## src/rtl/str_pkg.sv

```systemverilog
package str_pkg;
  typedef enum logic [1:0] {
    ST_IDLE  = 2'd0,
    ST_SCAN  = 2'd1,
    ST_SHIFT = 2'd2,
    ST_DONE  = 2'd3
  } str_state_e;
endpackage

```

## src/rtl/str_pixel_store.sv

```systemverilog
module str_pixel_store #(
  parameter int NCELL = 64,
  parameter int TS_W  = 7,
  parameter int IW    = (NCELL > 1) ? $clog2(NCELL) : 1
) (
  input  logic             clk,
  input  logic             rst_n,
  input  logic [NCELL-1:0] hit_set,
  input  logic [TS_W-1:0]  ts_now,
  input  logic [IW-1:0]    rd_idx,
  input  logic             rd_clr,
  output logic             rd_hit,
  output logic [TS_W-1:0]  rd_ts
);
  logic [NCELL-1:0] flag_v;
  logic [TS_W-1:0]  ts_arr [NCELL];

  for (genvar i = 0; i < NCELL; i++) begin : g_cell
    logic            clr_i;
    logic            wr_i;
    logic            flag_d;
    logic            flag_r;
    logic [TS_W-1:0] ts_r;

    assign clr_i = rd_clr && (rd_idx == IW'(i));

    always_comb begin
      flag_d = (flag_r & ~clr_i) | hit_set[i];
      wr_i   = hit_set[i] & (~flag_r | clr_i);
    end

    always_ff @(posedge clk or negedge rst_n) begin
      if (!rst_n) begin
        flag_r <= 1'b0;
        ts_r   <= '0;
      end else begin
        flag_r <= flag_d;
        if (wr_i) ts_r <= ts_now;
      end
    end

    assign flag_v[i] = flag_r;
    assign ts_arr[i] = ts_r;
  end

  assign rd_hit = flag_v[rd_idx];
  assign rd_ts  = ts_arr[rd_idx];

  AST_CLEAR_ON_HIT: assert property (@(posedge clk) disable iff (!rst_n)
    rd_clr |-> rd_hit) else $error("clear issued on an empty pixel");
endmodule

```

## src/rtl/str_token.sv

```systemverilog
module str_token #(
  parameter int COLS = 8,
  parameter int ROWS = 8,
  parameter int CW   = (COLS > 1) ? $clog2(COLS) : 1,
  parameter int RW   = (ROWS > 1) ? $clog2(ROWS) : 1
) (
  input  logic          clk,
  input  logic          rst_n,
  input  logic          home,
  input  logic          adv,
  output logic [CW-1:0] col,
  output logic [RW-1:0] row,
  output logic          at_end
);
  logic [CW-1:0] col_q, col_d;
  logic [RW-1:0] row_q, row_d;
  logic          last_col;

  assign last_col = (col_q == CW'(COLS - 1));

  always_comb begin
    col_d = col_q;
    row_d = row_q;
    if (home) begin
      col_d = '0;
      row_d = '0;
    end else if (adv) begin
      if (last_col) begin
        col_d = '0;
        row_d = (row_q == RW'(ROWS - 1)) ? '0 : row_q + RW'(1);
      end else begin
        col_d = col_q + CW'(1);
      end
    end
  end

  always_ff @(posedge clk or negedge rst_n) begin
    if (!rst_n) begin
      col_q <= '0;
      row_q <= '0;
    end else if (home || adv) begin
      col_q <= col_d;
      row_q <= row_d;
    end
  end

  assign col    = col_q;
  assign row    = row_q;
  assign at_end = last_col && (row_q == RW'(ROWS - 1));

  AST_ROW_ON_WRAP: assert property (@(posedge clk) disable iff (!rst_n)
    !$stable(row_q) |-> ($past(col_q) == CW'(COLS - 1)) || $past(home)) else $error("row moved mid-row");
  AST_COL_RANGE: assert property (@(posedge clk) disable iff (!rst_n)
    col_q <= CW'(COLS - 1)) else $error("column out of range");
endmodule

```

## src/rtl/str_serializer.sv

```systemverilog
module str_serializer #(
  parameter int REC_W = 30,
  parameter int NW    = $clog2(REC_W)
) (
  input  logic             clk,
  input  logic             rst_n,
  input  logic             load,
  input  logic [REC_W-1:0] rec,
  output logic             sdo,
  output logic             sframe,
  output logic             svalid,
  output logic             last_bit
);
  logic [REC_W-1:0] sh_q, sh_d;
  logic [NW-1:0]    cnt_q, cnt_d;
  logic             act_q, act_d;

  always_comb begin
    sh_d  = sh_q;
    cnt_d = cnt_q;
    act_d = act_q;
    if (load) begin
      sh_d  = rec;
      cnt_d = '0;
      act_d = 1'b1;
    end else if (act_q) begin
      sh_d  = {sh_q[REC_W-2:0], 1'b0};
      cnt_d = cnt_q + NW'(1);
      if (cnt_q == NW'(REC_W - 1)) act_d = 1'b0;
    end
  end

  always_ff @(posedge clk or negedge rst_n) begin
    if (!rst_n) begin
      sh_q  <= '0;
      cnt_q <= '0;
      act_q <= 1'b0;
    end else if (load || act_q) begin
      sh_q  <= sh_d;
      cnt_q <= cnt_d;
      act_q <= act_d;
    end
  end

  assign sdo      = sh_q[REC_W-1];
  assign svalid   = act_q;
  assign sframe   = act_q && (cnt_q == '0);
  assign last_bit = act_q && (cnt_q == NW'(REC_W - 1));

  AST_NO_RELOAD: assert property (@(posedge clk) disable iff (!rst_n)
    load |-> !act_q) else $error("record loaded mid-shift");
endmodule

```

## src/rtl/sparse_token_readout.sv

```systemverilog
module sparse_token_readout
  import str_pkg::*;
#(
  parameter int COLS   = 8,
  parameter int ROWS   = 8,
  parameter int TS_W   = 7,
  parameter int ADDR_W = 10,
  parameter int TIME_W = 10
) (
  input  logic                 clk,
  input  logic                 rst_n,
  input  logic                 start,
  input  logic [TS_W-1:0]      ts_now,
  input  logic [COLS*ROWS-1:0] hit_set,
  output logic                 sdo,
  output logic                 sframe,
  output logic                 svalid,
  output logic                 done
);
  localparam int NCELL = COLS * ROWS;
  localparam int IW    = (NCELL > 1) ? $clog2(NCELL) : 1;
  localparam int CW    = (COLS > 1) ? $clog2(COLS) : 1;
  localparam int RW    = (ROWS > 1) ? $clog2(ROWS) : 1;
  localparam int REC_W = 2 * ADDR_W + TIME_W;

  logic [1:0] rs_q;
  logic       rst_ni;

  always_ff @(posedge clk or negedge rst_n) begin
    if (!rst_n) rs_q <= 2'b00;
    else        rs_q <= {rs_q[0], 1'b1};
  end
  assign rst_ni = rs_q[1];

  str_state_e       st_q, st_d;
  logic             home, adv, load, clr;
  logic [CW-1:0]    col;
  logic [RW-1:0]    row;
  logic             at_end, rd_hit, last_bit;
  logic [TS_W-1:0]  rd_ts;
  logic [IW-1:0]    rd_idx;
  logic [REC_W-1:0] rec;

  str_token #(.COLS(COLS), .ROWS(ROWS), .CW(CW), .RW(RW)) u_tok (
    .clk(clk), .rst_n(rst_ni), .home(home), .adv(adv),
    .col(col), .row(row), .at_end(at_end)
  );

  assign rd_idx = IW'(row) * IW'(COLS) + IW'(col);

  str_pixel_store #(.NCELL(NCELL), .TS_W(TS_W), .IW(IW)) u_store (
    .clk(clk), .rst_n(rst_ni), .hit_set(hit_set), .ts_now(ts_now),
    .rd_idx(rd_idx), .rd_clr(clr), .rd_hit(rd_hit), .rd_ts(rd_ts)
  );

  assign rec = {ADDR_W'(col) + ADDR_W'(1), ADDR_W'(row) + ADDR_W'(1), TIME_W'(rd_ts)};

  str_serializer #(.REC_W(REC_W)) u_ser (
    .clk(clk), .rst_n(rst_ni), .load(load), .rec(rec),
    .sdo(sdo), .sframe(sframe), .svalid(svalid), .last_bit(last_bit)
  );

  always_comb begin
    st_d = st_q;
    home = 1'b0;
    adv  = 1'b0;
    load = 1'b0;
    clr  = 1'b0;
    case (st_q)
      ST_IDLE, ST_DONE: begin
        if (start) begin
          st_d = ST_SCAN;
          home = 1'b1;
        end
      end
      ST_SCAN: begin
        if (rd_hit) begin
          load = 1'b1;
          clr  = 1'b1;
          st_d = ST_SHIFT;
        end else begin
          adv = 1'b1;
          if (at_end) st_d = ST_DONE;
        end
      end
      ST_SHIFT: begin
        if (last_bit) begin
          adv  = 1'b1;
          st_d = at_end ? ST_DONE : ST_SCAN;
        end
      end
      default: st_d = ST_IDLE;
    endcase
  end

  always_ff @(posedge clk or negedge rst_ni) begin
    if (!rst_ni) st_q <= ST_IDLE;
    else         st_q <= st_d;
  end

  assign done = (st_q == ST_DONE);

  AST_FRAME_IN_WORD: assert property (@(posedge clk) disable iff (!rst_ni)
    sframe |-> svalid) else $error("frame strobe outside record");
  AST_WORD_RUN: assert property (@(posedge clk) disable iff (!rst_ni)
    sframe |=> svalid && !sframe) else $error("record broke after first bit");
  AST_DONE_QUIET: assert property (@(posedge clk) disable iff (!rst_ni)
    done |-> !svalid) else $error("serial output active after done");
  AST_START_CLEARS_DONE: assert property (@(posedge clk) disable iff (!rst_ni)
    (done && start) |=> !done) else $error("done held across start");
  AST_BUSY_IGNORES_START: assert property (@(posedge clk) disable iff (!rst_ni)
    (svalid && start) |=> svalid || !$stable(col) || !$stable(row)) else $error("pass restarted mid-record");
endmodule

```

## config.mk

```make
export PLATFORM = sky130hd
export DESIGN_NAME = sparse_token_readout
export DESIGN_NICKNAME = d
export VERILOG_FILES = /design/src/rtl/str_pkg.sv /design/src/rtl/str_pixel_store.sv /design/src/rtl/str_token.sv /design/src/rtl/str_serializer.sv /design/src/rtl/sparse_token_readout.sv
export SDC_FILE = /design/constraint.sdc
export NUM_CORES = 1
export LEC_CHECK = 0
export ABC_CLOCK_PERIOD_IN_PS = 38400
export BUFFER_PORTS_ARGS = -buffer_cell sky130_fd_sc_hd__buf_4
export CAP_MARGIN = 30
export CORE_MARGIN = 5
export CORE_UTILIZATION = 65
export DETAILED_ROUTE_END_ITERATION = 7
export GPL_TIMING_DRIVEN = 0
export HOLD_SLACK_MARGIN = 0.08
export PLACE_DENSITY = 0.84
export SYNTH_ARGS = -nofsm -noshare
export SYNTH_HDL_FRONTEND = slang
export SYNTH_HIERARCHICAL = 1
export SYNTH_SLANG_ARGS = --single-unit
```

## constraint.sdc

```tcl
create_clock -name clk -period 38.4 [get_ports clk]
set_input_delay 5.76 -clock clk [delete_from_list [all_inputs] [get_ports clk]]
set_output_delay 5.76 -clock clk [all_outputs]
set_load 0.02 [all_outputs]
```

==> results of run 1 <==
## logic make-up after synthesis
kind of cell | count (synthesis) | synth area share, %
XOR/XNOR | 3 | 0.102
other | 2 | 0.0293
AND/OR/NAND/NOR | 227 | 5.02
AO/OA/AOI/OAI | 204 | 4.85
flip-flops | 558 | 54.4
adder cells (fa/ha/maj) | 13 | 0.634
multiplexers | 611 | 32.6
buffers and inverters | 127 | 2.32
## registers in the layout (all words and copies together), names as in the netlist
register and count:
rs_q 2, u_ser/sh_q 30, u_ser/cnt_q 5, st_q 2, u_store/g_cell.ts_r 448, u_ser/svalid 1, u_tok/col 3, u_store/g_cell.flag_r 64
u_tok/row 3
## area by class of cell
| class | instances | area, um2 |
|---|---|---|
| Clock buffer | 86 | 1700 |
| Fill cell | 2306 | 9840 |
| Inverter | 8 | 30.0 |
| Clock inverter | 15 | 170 |
| Antenna cell | 1 | 2.50 |
| Sequential cell | 558 | 14000 |
| Tap cell | 518 | 648 |
| Buffer | 119 | 566 |
| Timing Repair Buffer | 79 | 766 |
| Multi-Input combinational cell | 1074 | 11100 |
## layer usage
metal  track usage (%)  up-vias  share of wire, %  routed length (um)
met5                 0        -             0.097                  67
met4              14.4       10               5.0                3470
met3              9.19      226                10                6910
met2              49.5      951                47               32600
met1              43.0     8708                38               26100
li1                  -     6762                 -                   -
## critical path, delay by kind of cell (launching register included)
| kind | cells | cell delay, ns |
|---|---|---|
| and+or+nand+nor | 1 | 0.20 |
| DFF | 1 | 0.39 |
| buffers and inverters | 4 | 0.59 |
## layout by cell type (no fill, tap or decap), types with 22 or more instances in the layout
master / instances
a21oi_1: 39
a22oi_1: 64
buf_4: 77
clkbuf_1: 89
clkbuf_16: 58
dfrtp_1: 557
mux2_2: 418
mux2_4: 22
mux2i_1: 32
mux4_2: 128
nand2_1: 91
nand2b_1: 68
o21ai_0: 46
o21ai_1: 44
## worst paths after layout
check	slack [ns]	cells past startpoint	end	from
min reg2reg	0.35	0	rs_q[1]	rs_q[0]
min	0.35	0	rs_q[1]	rs_q[0]
max	30.86	5	sframe	u_ser/svalid
max in group asynchronous	33.39	1	rs_q[1]	rst_n
max reg2reg	32.58	13	u_store/g_cell[39].ts_r[3]	u_tok/col[1]
min in group asynchronous	0.39	0	u_store/g_cell[12].ts_r[3]	rs_q[1]
## power by group through the flow
stage	clock, mW	combinational, mW	sequential [mW]
2_1_floorplan	0	0.182	0.649
3_3_place_gp	0	0.252	0.655
3_5_place_dp	0	0.271	0.646
4_1_cts	0.556	0.274	0.636
5_1_grt	0.583	0.296	0.639
6_report	0.550	0.277	0.637
## stage by stage
step           utilization (%)  std cells
6_report                  74.7       2458
5_1_grt                   74.7       2457
4_1_cts                   74.7       2457
3_5_place_dp              69.9       2356
3_3_place_gp              69.2       2347
2_1_floorplan                -       1759
## cell usage after synthesis, types with 13 or more instances
master    number
dfrtp_1      558
mux2_2       418
mux4_2       128
nand2_1       91
clkbuf_1      75
nand2b_1      68
a22oi_1       64
o21ai_0       46
o21ai_1       44
a21oi_1       39
mux2i_1       32
mux2_4        22
buf_2         14
buf_1         13
ha_1          13
==> summary.md, run 1 <==
| Metric | Value |
|---|---|
| Setup CP Type | `flip-flop to output port` |
| Pwr dens | `around 50 nW/um2` |
| Pin count of the biggest net entering global routing | `between 70 and 80` |
| Mapped Avg Cell Area | `between 10 and 15 um2` |
| Measured slew at the worst slew-check pin | `0.998 ns` |
| Final min period | `between 7 and 8 ns` |
| Grt ovf | `0` |
| Routed Antenna Nets | `0` |
| Avg WL per Cell | `between 20 and 30 um` |
| CP Capture Type | `output port` |
| Initial antenna violation count | `7` |
| Fin. max-slew vios | `0` |
| Num CTS Buffers | `56` |
| Critical path's most frequent cell | `buf_6` |
| Hold_buf cts | `0` |
| Drt initial violations | `~1.7k` |
| CP Max Fanout | `10` |
| Area grow syn2layout | `13.0%` |
| Setup WS pre-CTS | `between 30 and 40 ns` |
| Worst IR Drop VDD | `~0.036 mV` |
| Critical path, cell by cell | `buf_6 > buf_6 > inv_2 > nor4_2 > buf_4` |
| DP Area | `between 20000 and 30000 um2` |
| Yosys top cell area share | `approximately 54%` |
| Net Sw Power | `around 0.41 mW` |
| Post-route cell area | `29000 um2` |
| Synth Cell Area | `around 26000 um2` |
| First-pass GRT wire length | `106 mm` |
| Synth warnings | `6` |
| Buffer depth of the longest clock path | `3` |
| Routability cong. | `between 0.9 and 1` |
| Initial core utilization | `66.1%` |
| HP Class | `flip-flop to flip-flop` |
| Final hold violation count | `0` |
| Total wire length | `between 60 and 70 mm` |
| Sum Neg Setup Slack | `0 ns` |
| Min Hold Slack | `about 0.35 ns` |
| CP Data Required Time | `approximately 33 ns` |
| RSZ-0062 raised after global routing | `no` |
| Clock Latency Late Sink | `just over 0.6 ns` |
| Post-synth EDFFs | `0` |
| Die Span X | `approximately 210 um` |
| IO Port Bufs | `70` |
| Vias in the first global route | `around 18k` |
| Async set-reset flop share out of synthesis | `100%` |
| H-tree depth | `2` |
| Synth unique cells | `51` |
| Largest stage delay on the critical path | `a little under 0.4 ns` |
| Area leader, netlist | `dfrtp_1` |
| Detailed placement HPWL | `between 40 and 50 mm` |
| Clock power share | `a little under two fifths` |
| Flops & latches, synth | `558` |
| Via/cell ratio | `just under 7` |
| Total die area | `between 40000 and 50000 um2` |
| Chip height | `209 um` |
| Core Region | `around 39000 um2` |
| Final net count | `approximately 2k` |
| Maxcap violations | `0` |
| Setup repair bufs after CTS | `0` |
| Endpoints failing setup | `0` |
| # clock sinks | `approximately 560` |
| Comb pwr share | `a little under a fifth` |
| Post-synth top flop | `dfrtp_1` |
| Drt pass-1 iters | `6` |
| Synth Instances | `approximately 1.7k` |
| Ports | `78` |
| F_max | `~130 MHz` |
| CTS tree | `built` |
| Internal | `between 1 and 1.5 mW` |
| Clock Tree Root | `clkbuf_16` |
| Post-cts resize count | `0` |
| Sequential fraction of the synthesis area | `54.4%` |
| Sequential fraction of design power | `between 40% and 50%` |
| Reg clk slew, reported paths | `roughly 0.060 ns` |
| Leak | `approximately 14 nW` |
| Global Route Usage Sum | `32.0%` |
| Final Cycle Share | `a little under 20%` |
| Share of layout cells above drive strength 1 | `around 40%` |
| Synth area leaders | `dfrtp_1, mux2_2, mux4_2` |
| Sw Share | `approximately 28%` |
| Worst EP arrival | `approximately 1.8 ns` |
| Worst setup SP type | `flip-flop` |
| Setup WS post-layout | `about 30 ns` |
| CP max stage cell | `dfrtp_1` |
| Tot Pwr | `around 1.5 mW` |
| Outcome | `completed` |
| Drt drc | `0` |
| Final worst clock skew | `around 0.028 ns` |
| Vias | `between 15k and 20k` |
| Rows | `72` |
| Rel. slew slack | `33.5%` |
No activity file was read; power rests on OpenSTA's default activity.
==> run 2: changes to the inputs <==
--- a/config.mk
+++ b/config.mk
@@ -5,15 +5,16 @@
 export SDC_FILE = /design/constraint.sdc
 export NUM_CORES = 1
 export LEC_CHECK = 0
-export ABC_CLOCK_PERIOD_IN_PS = 38400
+export ABC_AREA = 1
+export ABC_CLOCK_PERIOD_IN_PS = 7000
 export BUFFER_PORTS_ARGS = -buffer_cell sky130_fd_sc_hd__buf_4
 export CAP_MARGIN = 30
 export CORE_MARGIN = 5
-export CORE_UTILIZATION = 65
+export CORE_UTILIZATION = 63
 export DETAILED_ROUTE_END_ITERATION = 7
 export GPL_TIMING_DRIVEN = 0
 export HOLD_SLACK_MARGIN = 0.08
-export PLACE_DENSITY = 0.84
+export PLACE_DENSITY = 0.81
 export SYNTH_ARGS = -nofsm -noshare
 export SYNTH_HDL_FRONTEND = slang
 export SYNTH_HIERARCHICAL = 1
==> constraint.sdc (replaced) <==
create_clock -name clk -period 7 [get_ports clk]
set_input_delay 1.05 -clock clk [delete_from_list [all_inputs] [get_ports clk]]
set_output_delay 1.05 -clock clk [all_outputs]
set_load 0.02 [all_outputs]
==> run 2 against run 1 <==
Net effect:
- first-iteration DRC count is 72% higher
- die area is 9.0% higher
- highest routed layer unchanged
- sequential cell count stayed put
- core utilization decreased by 2.9 points
- area after synthesis up 6.1%
- clock skew is 0.0077 ns lower
==> summary.md, run 2 <==
| Metric | Value |
|---|---|
| F_max | `between 200 and 250 MHz` |
| Most frequent cells after synthesis | `nand2_1, dfrtp_1, o21ai_1` |
| Final core occ | `71.8% (-2.9 points)` |
| Drt pass-1 iters | `8 (+2)` |
| Post-route cell area | `30800 um2 (+6.2%)` |
| Worst path top cell family by delay | `buffers and inverters` |
| Core Region | `42900 um2 (+10%)` |
| Endpoints failing setup | `0 (unchanged)` |
| Final Cycle Share | `between 60% and 70%` |
| RSZ-0062 raised after global routing | `no` |
| Die Span X | `218 um (+4.4%)` |
| # clock sinks | `558 (unchanged)` |
| Post-synth top flop | `dfrtp_1` |
| Pin count of the biggest net entering global routing | `73 (-2.7%)` |
| Leak | `15.8 nW (+16%)` |
| Area grow syn2layout | `13.1% (about the same)` |
| Sequential fraction of the synthesis area | `51.3% (-3.1 points)` |
| Area leader, netlist | `dfrtp_1` |
| Hold_buf cts | `0 (unchanged)` |
| Fin cells | `4416 (+80%)` |
| Global Route Usage Sum | `34.2% (+2.2 points)` |
| Maxcap violations | `0 (unchanged)` |
| Total wire length | `80.7 mm (+17%)` |
| HP Class | `input pin to async pin` |
| CP Capture Type | `flip-flop` |
| Final worst clock skew | `0.0205 ns (-0.00774 ns)` |
| H-tree depth | `2 (unchanged)` |
| Met3 WL | `7.99 mm (+16%)` |
| Initial antenna violation count | `1 (-6)` |
| Final net count | `3873 (+95%)` |
| Pwr dens | `307 nW/um2 (+510%)` |
| Setup WS pre-CTS | `2.40 ns (-28.60 ns)` |
| Async set-reset flop share out of synthesis | `100% (unchanged)` |
| Synth area leaders | `dfrtp_1, nand2_1, o21ai_1` |
| Rel. slew slack | `27.2% (-6.3 points)` |
| R2r startpoint | `u_tok/col[1]` |
| Final hold violation count | `0 (unchanged)` |
| Largest registers | `u_store/g_cell.ts_r (448), u_store/g_cell.flag_r (64), u_ser/sh_q (30)` |
| Clock power share | `33.6% (-4.0 points)` |
| Detailed placement HPWL | `58.0 mm (+21%)` |
| Total die area | `47500 um2 (+9.0%)` |
| Clock Latency Late Sink | `0.62 ns (about the same)` |
| Buffer depth of the longest clock path | `3 (unchanged)` |
| Most common cell after layout, fill and taps aside | `nand2_1` |
| Wire length on met1 | `32.0 mm (+22%)` |
| Initial core utilization | `63.5% (-2.6 points)` |
| Most frequent cells in the layout | `nand2_1, dfrtp_1, o21ai_1` |
| Mapped Avg Cell Area | `7.50 um2 (-49%)` |
| CP Launch Point | `u_tok/col[1]` |
| Critical path, cell by cell | `buf_4 > clkbuf_1 > clkbuf_1 > nand2_1 > nand2_1 > nand2_1 > nand2_1 > nor2_1 > nor2_1 > nor2_1 > nand2_1 > nand2_1 > inv_1 > nand2_4 > buf_6 > o21ai_1 > nand2_1 > buf_2 > nand2_1 > o21ai_1` |
| Largest stage delay on the critical path | `0.84 ns (+0.45 ns)` |
| First-pass GRT wire length | `127 mm (+19%)` |
| Synth Cell Area | `27200 um2 (+6.1%)` |
| Vias | `24.5k (+47%)` |
| DP Area | `28800 um2 (+6.2%)` |
| Chip height | `218 um (+4.4%)` |
| Post-cts resize count | `0 (unchanged)` |
| Cell with the most instances after synthesis | `nand2_1` |
| Sw Share | `36.6% (+8.5 points)` |
| Routed wl met2 | `36.1 mm (+11%)` |
| Setup WS post-layout | `2.12 ns (-28.74 ns)` |
| Drt initial violations | `2937 (+72%)` |
| Buffers plus inverters on the worst setup path | `6 (+2)` |
| Outcome | `completed` |
| Num CTS Buffers | `57 (+1.8%)` |
| CP Data Required Time | `7.46 ns (-25.18 ns)` |
| CTS tree | `built` |
| ANT cells | `0 (-1)` |
| Flops & latches, synth | `558 (unchanged)` |
| IO Port Bufs | `77 (+10%)` |
| Clock Tree Root | `clkbuf_16` |
| Rows | `76 (+5.6%)` |
| Final min period | `4.88 ns` |
| Setup CP Type | `flip-flop to flip-flop` |
| Synth unique cells | `34 (-33%)` |
| Vias in the first global route | `23.2k (+32%)` |
| Critical path's most frequent cell | `nand2_1` |
| Synth Instances | `3628 (+110%)` |
| Register-to-Register Setup Slack | `2.12 ns (-30.46 ns)` |
| Avg WL per Cell | `18.3 um (-35%)` |
| Ports | `78 (unchanged)` |
| Worst setup SP type | `flip-flop` |
| Comb pwr share | `28.9% (+10 points)` |
| Worst IR Drop VDD | `0.201 mV (+460%)` |
| Grt ovf | `0 (unchanged)` |
| Synth warnings | `6 (unchanged)` |
| Share of layout cells above drive strength 1 | `11.9% (-29 points)` |
| Routability cong. | `1.03 (+12%)` |
| Post-synth EDFFs | `0 (unchanged)` |
| Worst EP arrival | `5.34 ns (+3.56 ns)` |
| Via/cell ratio | `5.55 (-18%)` |
| CP Max Fanout | `10 (unchanged)` |
| Drt drc | `0 (unchanged)` |
| Max reg flops | `448 (unchanged)` |
| Routed Antenna Nets | `0 (unchanged)` |
| Yosys top cell area share | `51.3% (-3.1 points)` |
| Reg clk slew, reported paths | `0.06 ns (about the same)` |
| Setup repair bufs after CTS | `0 (unchanged)` |
| Filler cells | `3469 (+50%)` |
| CP max stage cell | `clkbuf_1` |
| Fin. max-slew vios | `0 (unchanged)` |
| Dpl cells | `4312 (+83%)` |
| Sequential fraction of design power | `37.5% (-6.0 points)` |
| Largest Register | `u_store/g_cell.ts_r` |
| Top sig layer | `met5` |
| RR Endpoint | `u_store/g_cell[1].ts_r[5]` |
| Net Sw Power | `3.46 mW (+740%)` |
| Internal | `6.00 mW (+470%)` |
| Measured slew at the worst slew-check pin | `1.09 ns (+0.0948 ns)` |
| Reg2reg path depth | `20 (+7)` |
==> run 2: changes by cell type after synthesis, moves of 64 or more <==
cell / delta
a22oi_1: -64
buf_2: +90
inv_1: +82
mux2_2: -418
mux4_2: -128
nand2_1: +1907
nand2b_1: -68
nor2_1: +88
o21ai_1: +414
==> run 2: power by group through the flow <==
stage | combinational [mW] | clock (mW) | sequential (mW)
3_5_place_dp | 2.66 | 0 | 3.60
3_3_place_gp | 2.55 | 0 | 3.65
4_1_cts | 2.67 | 3.21 | 3.55
5_1_grt | 2.95 | 3.35 | 3.57
2_1_floorplan | 1.70 | 0 | 3.61
6_report | 2.73 | 3.18 | 3.55
==> run 2: kinds of logic (layout without fill, tap and decap cells) <==
logic type | Yosys count | in the layout | share of synthesized area [%]
xor+xnor | 2 | 2 | 0.0643
compound gates | 526 | 526 | 10.5
fa+ha+maj | 13 | 13 | 0.597
simple gates | 2207 | 2207 | 32.2
other cells | 2 | 16 | 0.0276
flops | 558 | 558 | 51.3
buf+inv | 320 | 509 | 5.41
==> run 2: how the worst max path moves through the flow <==
stage	to	depth (start not counted)
2_1_floorplan	st_q[0]	0
3_3_place_gp	u_ser/sh_q[18]	0
3_5_place_dp	u_store/g_cell[1].ts_r[5]	20
4_1_cts	u_store/g_cell[1].ts_r[5]	20
5_1_grt	u_store/g_cell[1].ts_r[5]	20
6_report	u_store/g_cell[1].ts_r[5]	20
==> run 2: through the flow <==
stage	power, mW	hold WS [ns]	setup TNS, ns
floorplan	5.31	0.331	0
global placement	6.20	0.343	-173.84
detailed placement	6.26	0.318	0
CTS	9.43	0.189	0
global route	9.87	0.196	0
finish	9.46	0.209	0
==> run 2: routing by layer <==
layer / vias to the layer above / GRT usage [%]
li1: 11600 / -
met1: 11500 / 46.0
met2: 1126 / 53.4
met3: 273 / 7.77
met4: 2 / 15.7
met5: - / 0
==> run 2: layout make-up <==
cell class	count	area, um2	area share (%)
timing repair buffer	85	798	2.59
clock inverter	26	289	0.939
sequential	558	14000	45.4
inverter	104	407	1.32
multi-input combinational	2764	11800	38.5
clock buffer	78	1680	5.45
tap	585	732	2.38
buffer	216	1070	3.47
==> run 2: worst reg2reg max path: stages (launching register included) <==
cell and delay, ns:
dfrtp_1 0.47, buf_4 0.28, clkbuf_1 0.84, clkbuf_1 0.66
nand2_1 0.14, nand2_1 0.09, nand2_1 0.05, nand2_1 0.06
nor2_1 0.06, nor2_1 0.09, nor2_1 0.10, nand2_1 0.16
nand2_1 0.07, inv_1 0.40, nand2_4 0.26, buf_6 0.25
o21ai_1 0.19, nand2_1 0.17, buf_2 0.23, nand2_1 0.08
o21ai_1 0.07
==> run 3: changes to the inputs <==
--- a/config.mk
+++ b/config.mk
@@ -6,15 +6,15 @@
 export NUM_CORES = 1
 export LEC_CHECK = 0
 export ABC_AREA = 1
-export ABC_CLOCK_PERIOD_IN_PS = 7000
+export ABC_CLOCK_PERIOD_IN_PS = 4100
 export BUFFER_PORTS_ARGS = -buffer_cell sky130_fd_sc_hd__buf_4
 export CAP_MARGIN = 30
 export CORE_MARGIN = 5
-export CORE_UTILIZATION = 63
+export CORE_UTILIZATION = 57
 export DETAILED_ROUTE_END_ITERATION = 7
 export GPL_TIMING_DRIVEN = 0
 export HOLD_SLACK_MARGIN = 0.08
-export PLACE_DENSITY = 0.81
+export PLACE_DENSITY = 0.78
 export SYNTH_ARGS = -nofsm -noshare
 export SYNTH_HDL_FRONTEND = slang
 export SYNTH_HIERARCHICAL = 1
==> constraint.sdc (replaced) <==
create_clock -name clk -period 4.1 [get_ports clk]
set_input_delay 0.615 -clock clk [delete_from_list [all_inputs] [get_ports clk]]
set_output_delay 0.615 -clock clk [all_outputs]
set_load 0.02 [all_outputs]
==> run 3 against run 2 <==
Net effect:
- clock-buffer cell count up 1
- global-route usage down 3.2 points
- sequential cell count unchanged
- sequential power up 71%
- cell area up 0.69%
- register-to-register slack worse by 1.9 ns
- die area up 10%
- maximum frequency up 24%
- core utilization down 6.5 points
- hold slack worse by 0.032 ns
- critical endpoint is now u_store/g_cell[29].ts_r[6]
==> summary.md, run 3 (same netlist as run 2, synthesis figures left out) <==
| Metric | Value |
|---|---|
| Worst EP arrival | `4.39 ns (-0.95 ns)` |
| Critical path's most frequent cell | `nand2_1` |
| Leak | `15.9 nW (+0.80%)` |
| Clock Latency Late Sink | `0.63 ns (about the same)` |
| Setup WS post-layout | `0.173 ns (-1.95 ns)` |
| H-tree depth | `2 (unchanged)` |
| Total die area | `52200 um2 (+10%)` |
| Most common cell after layout, fill and taps aside | `nand2_1` |
| Share of layout cells above drive strength 1 | `12.8% (+0.88 points)` |
| Worst path top cell family by delay | `simple AND/OR/NAND/NOR gates` |
| Most frequent cells in the layout | `nand2_1, dfrtp_1, o21ai_1` |
| Drt initial violations | `2989 (+1.8%)` |
| Final worst clock skew | `0.0249 ns (+0.00436 ns)` |
| RSZ-0062 raised after global routing | `no` |
| Measured slew at the worst slew-check pin | `1.10 ns (+0.00667 ns)` |
| Buffer depth of the longest clock path | `3 (unchanged)` |
| Grt ovf | `0 (unchanged)` |
| Clock Tree Root | `clkbuf_16` |
| Worst hold stages | `3` |
| Setup WS pre-CTS | `-0.424 ns (-2.82 ns)` |
| Global Route Usage Sum | `31.0% (-3.2 points)` |
| HP Class | `input pin to flip-flop` |
| ANT cells | `0 (unchanged)` |
| Final core occ | `65.3% (-6.5 points)` |
| Dpl cells | `4343 (+0.72%)` |
| Worst setup SP type | `flip-flop` |
| Ports | `78 (unchanged)` |
| Outcome | `completed` |
| Largest stage delay on the critical path | `0.43 ns (-0.41 ns)` |
| Avg WL per Cell | `18.5 um (+1.1%)` |
| Max reg flops | `448 (unchanged)` |
| CP Max Fanout | `10 (unchanged)` |
| CP Data Required Time | `4.56 ns (-2.90 ns)` |
| Final hold violation count | `0 (unchanged)` |
| Initial antenna violation count | `0 (-1)` |
| # clock sinks | `558 (unchanged)` |
| Core Region | `47400 um2 (+11%)` |
| CTS tree | `built` |
| Rows | `80 (+5.3%)` |
| Buffers plus inverters on the worst setup path | `8 (+2)` |
| Total wire length | `82.2 mm (+1.8%)` |
| CP max stage cell | `dfrtp_2` |
| Setup CP Type | `flip-flop to flip-flop` |
| Final net count | `3875 (+0.052%)` |
| Endpoints failing setup | `0 (unchanged)` |
| Min Hold Slack | `0.177 ns (-0.0317 ns)` |
| Area grow syn2layout | `13.8%` |
| Largest registers | `u_store/g_cell.ts_r (448), u_store/g_cell.flag_r (64), u_ser/sh_q (30)` |
| Fin cells | `4449 (+0.75%)` |
| R2r startpoint | `u_tok/col[0]` |
| Die Span X | `229 um (+4.9%)` |
| Chip height | `229 um (+4.9%)` |
| Routed Antenna Nets | `0 (unchanged)` |
| Final Cycle Share | `95.8% (+26 points)` |
| Min-Delay Startpoint | `hit_set[39]` |
| Via/cell ratio | `5.49 (-1.1%)` |
| Vias | `24.4k (-0.33%)` |
| Fin. max-slew vios | `0 (unchanged)` |
| Reg2reg path depth | `23 (+15%)` |
| Filler cells | `4132 (+19%)` |
| Largest Register | `u_store/g_cell.ts_r` |
| Worst IR Drop VDD | `0.321 mV (+60%)` |
| Routability cong. | `1.01 (-1.9%)` |
| Detailed placement HPWL | `58.8 mm (+1.4%)` |
| Critical path, cell by cell | `buf_4 > inv_4 > buf_6 > clkbuf_4 > nand2_1 > nand2_1 > nand2_1 > nand2_1 > nand2_1 > nand2_1 > nor2_1 > nor2_1 > nor2_1 > nand2_2 > nand2_1 > clkinvlp_4 > buf_12 > nand2_4 > buf_6 > o21ai_2 > nand2_2 > buf_2 > o21ai_1` |
| Pin count of the biggest net entering global routing | `72 (-1.4%)` |
| Num CTS Buffers | `57 (unchanged)` |
| Pwr dens | `529 nW/um2 (+72%)` |
| Final min period | `3.93 ns (-0.951 ns)` |
| First-pass GRT wire length | `128 mm (+0.85%)` |
| Tot Pwr | `16.4 mW (+73%)` |
| CP Capture Type | `flip-flop` |
| Drt drc | `0 (unchanged)` |
| Maxcap violations | `0 (unchanged)` |
| Drt pass-1 iters | `6 (-2)` |
| Vias in the first global route | `23.0k (-0.72%)` |
| Hold Crit Endpoint | `u_store/g_cell[39].flag_r` |
| F_max | `255 MHz (+24%)` |
| Reg clk slew, reported paths | `0.06 ns (about the same)` |
| Register-to-Register Setup Slack | `0.17 ns (-1.95 ns)` |
| IO Port Bufs | `77 (unchanged)` |
| Initial core utilization | `57.4% (-6.1 points)` |
| Rel. slew slack | `26.7% (-0.44 points)` |
| RR Endpoint | `u_store/g_cell[29].ts_r[6]` |
## run 3: changes by cell type in the layout (fill, tap and decap cells not counted), moves of 2 or more
cell and delta:
buf_1 -9, bufinv_16 +2, clkbuf_16 -2, clkbuf_8 -4, clkinv_8 +2, clkbuf_4 +14, clkbuf_1 -20, buf_4 +2
buf_2 -10, clkinv_4 +2, clkbuf_2 +27, clkinv_2 -6
## run 3: metrics by stage
stage | setup TNS [ns] | cell area [um2]
floorplan | -735.20 | 27300
global placement | -1896.85 | 28600
detailed placement | -97.50 | 28900
CTS | 0 | 30900
global route | 0 | 31000
finish | 0 | 31000
## run 3: cell type report
class	instances	area (um2)	area share, %
sequential	558	14000	45.1
multi-input combinational	2764	11900	38.2
clock buffer	79	1600	5.16
buffer	215	1160	3.75
timing repair buffer	88	856	2.76
tap	615	769	2.48
inverter	104	413	1.33
clock inverter	26	369	1.19
## run 3: where the power goes
part	internal [mW]	leakage, nW	switching (mW)
clock	3.23	0.965	2.22
sequential	5.84	7.38	0.218
combinational	1.32	7.54	3.57
total	10.4	15.9	6.01
## run 3: how the worst max path moves through the flow
stage / startpoint / to / slack (ns) / cells past startpoint
2_1_floorplan: rs_q[1] / st_q[0] / -1.32 / 0
6_report: u_tok/col[0] / u_store/g_cell[29].ts_r[6] / 0.17 / 23
4_1_cts: u_tok/col[1] / u_store/g_cell[41].ts_r[5] / 0.04 / 22
3_3_place_gp: rs_q[1] / u_ser/cnt_q[2] / -3.39 / 0
5_1_grt: u_tok/col[0] / u_store/g_cell[12].ts_r[3] / 0.05 / 24
3_5_place_dp: u_tok/col[1] / u_store/g_cell[3].ts_r[5] / -0.42 / 20
## run 3: tightest hold or removal path: cells and delay by family
family,cells,cell delay [ns]
buffers and inverters,2,0.11
AND/OR/NAND/NOR,1,0.05
## run 3: metal layers
| layer | vias up | routed length (um) | part of all wire (%) | GRT usage (%) |
|---|---|---|---|---|
| met5 | - | 0 | 0 | 0 |
| met4 | 0 | 4280 | 5.2 | 14.4 |
| met3 | 227 | 8040 | 9.8 | 6.89 |
| met2 | 1111 | 37100 | 45 | 48.8 |
| met1 | 11500 | 32800 | 40 | 41.3 |
| li1 | 11600 | - | - | - |
## run 3: timing repair
item | 4_1_cts | 5_1_grt
setup endpoints to repair | 448 | 343
setup buffers | 1 | 0
gates resized for setup | 18 | 67
endpoints found under the hold margin | 2 | 0
hold buffers | 1 | 0
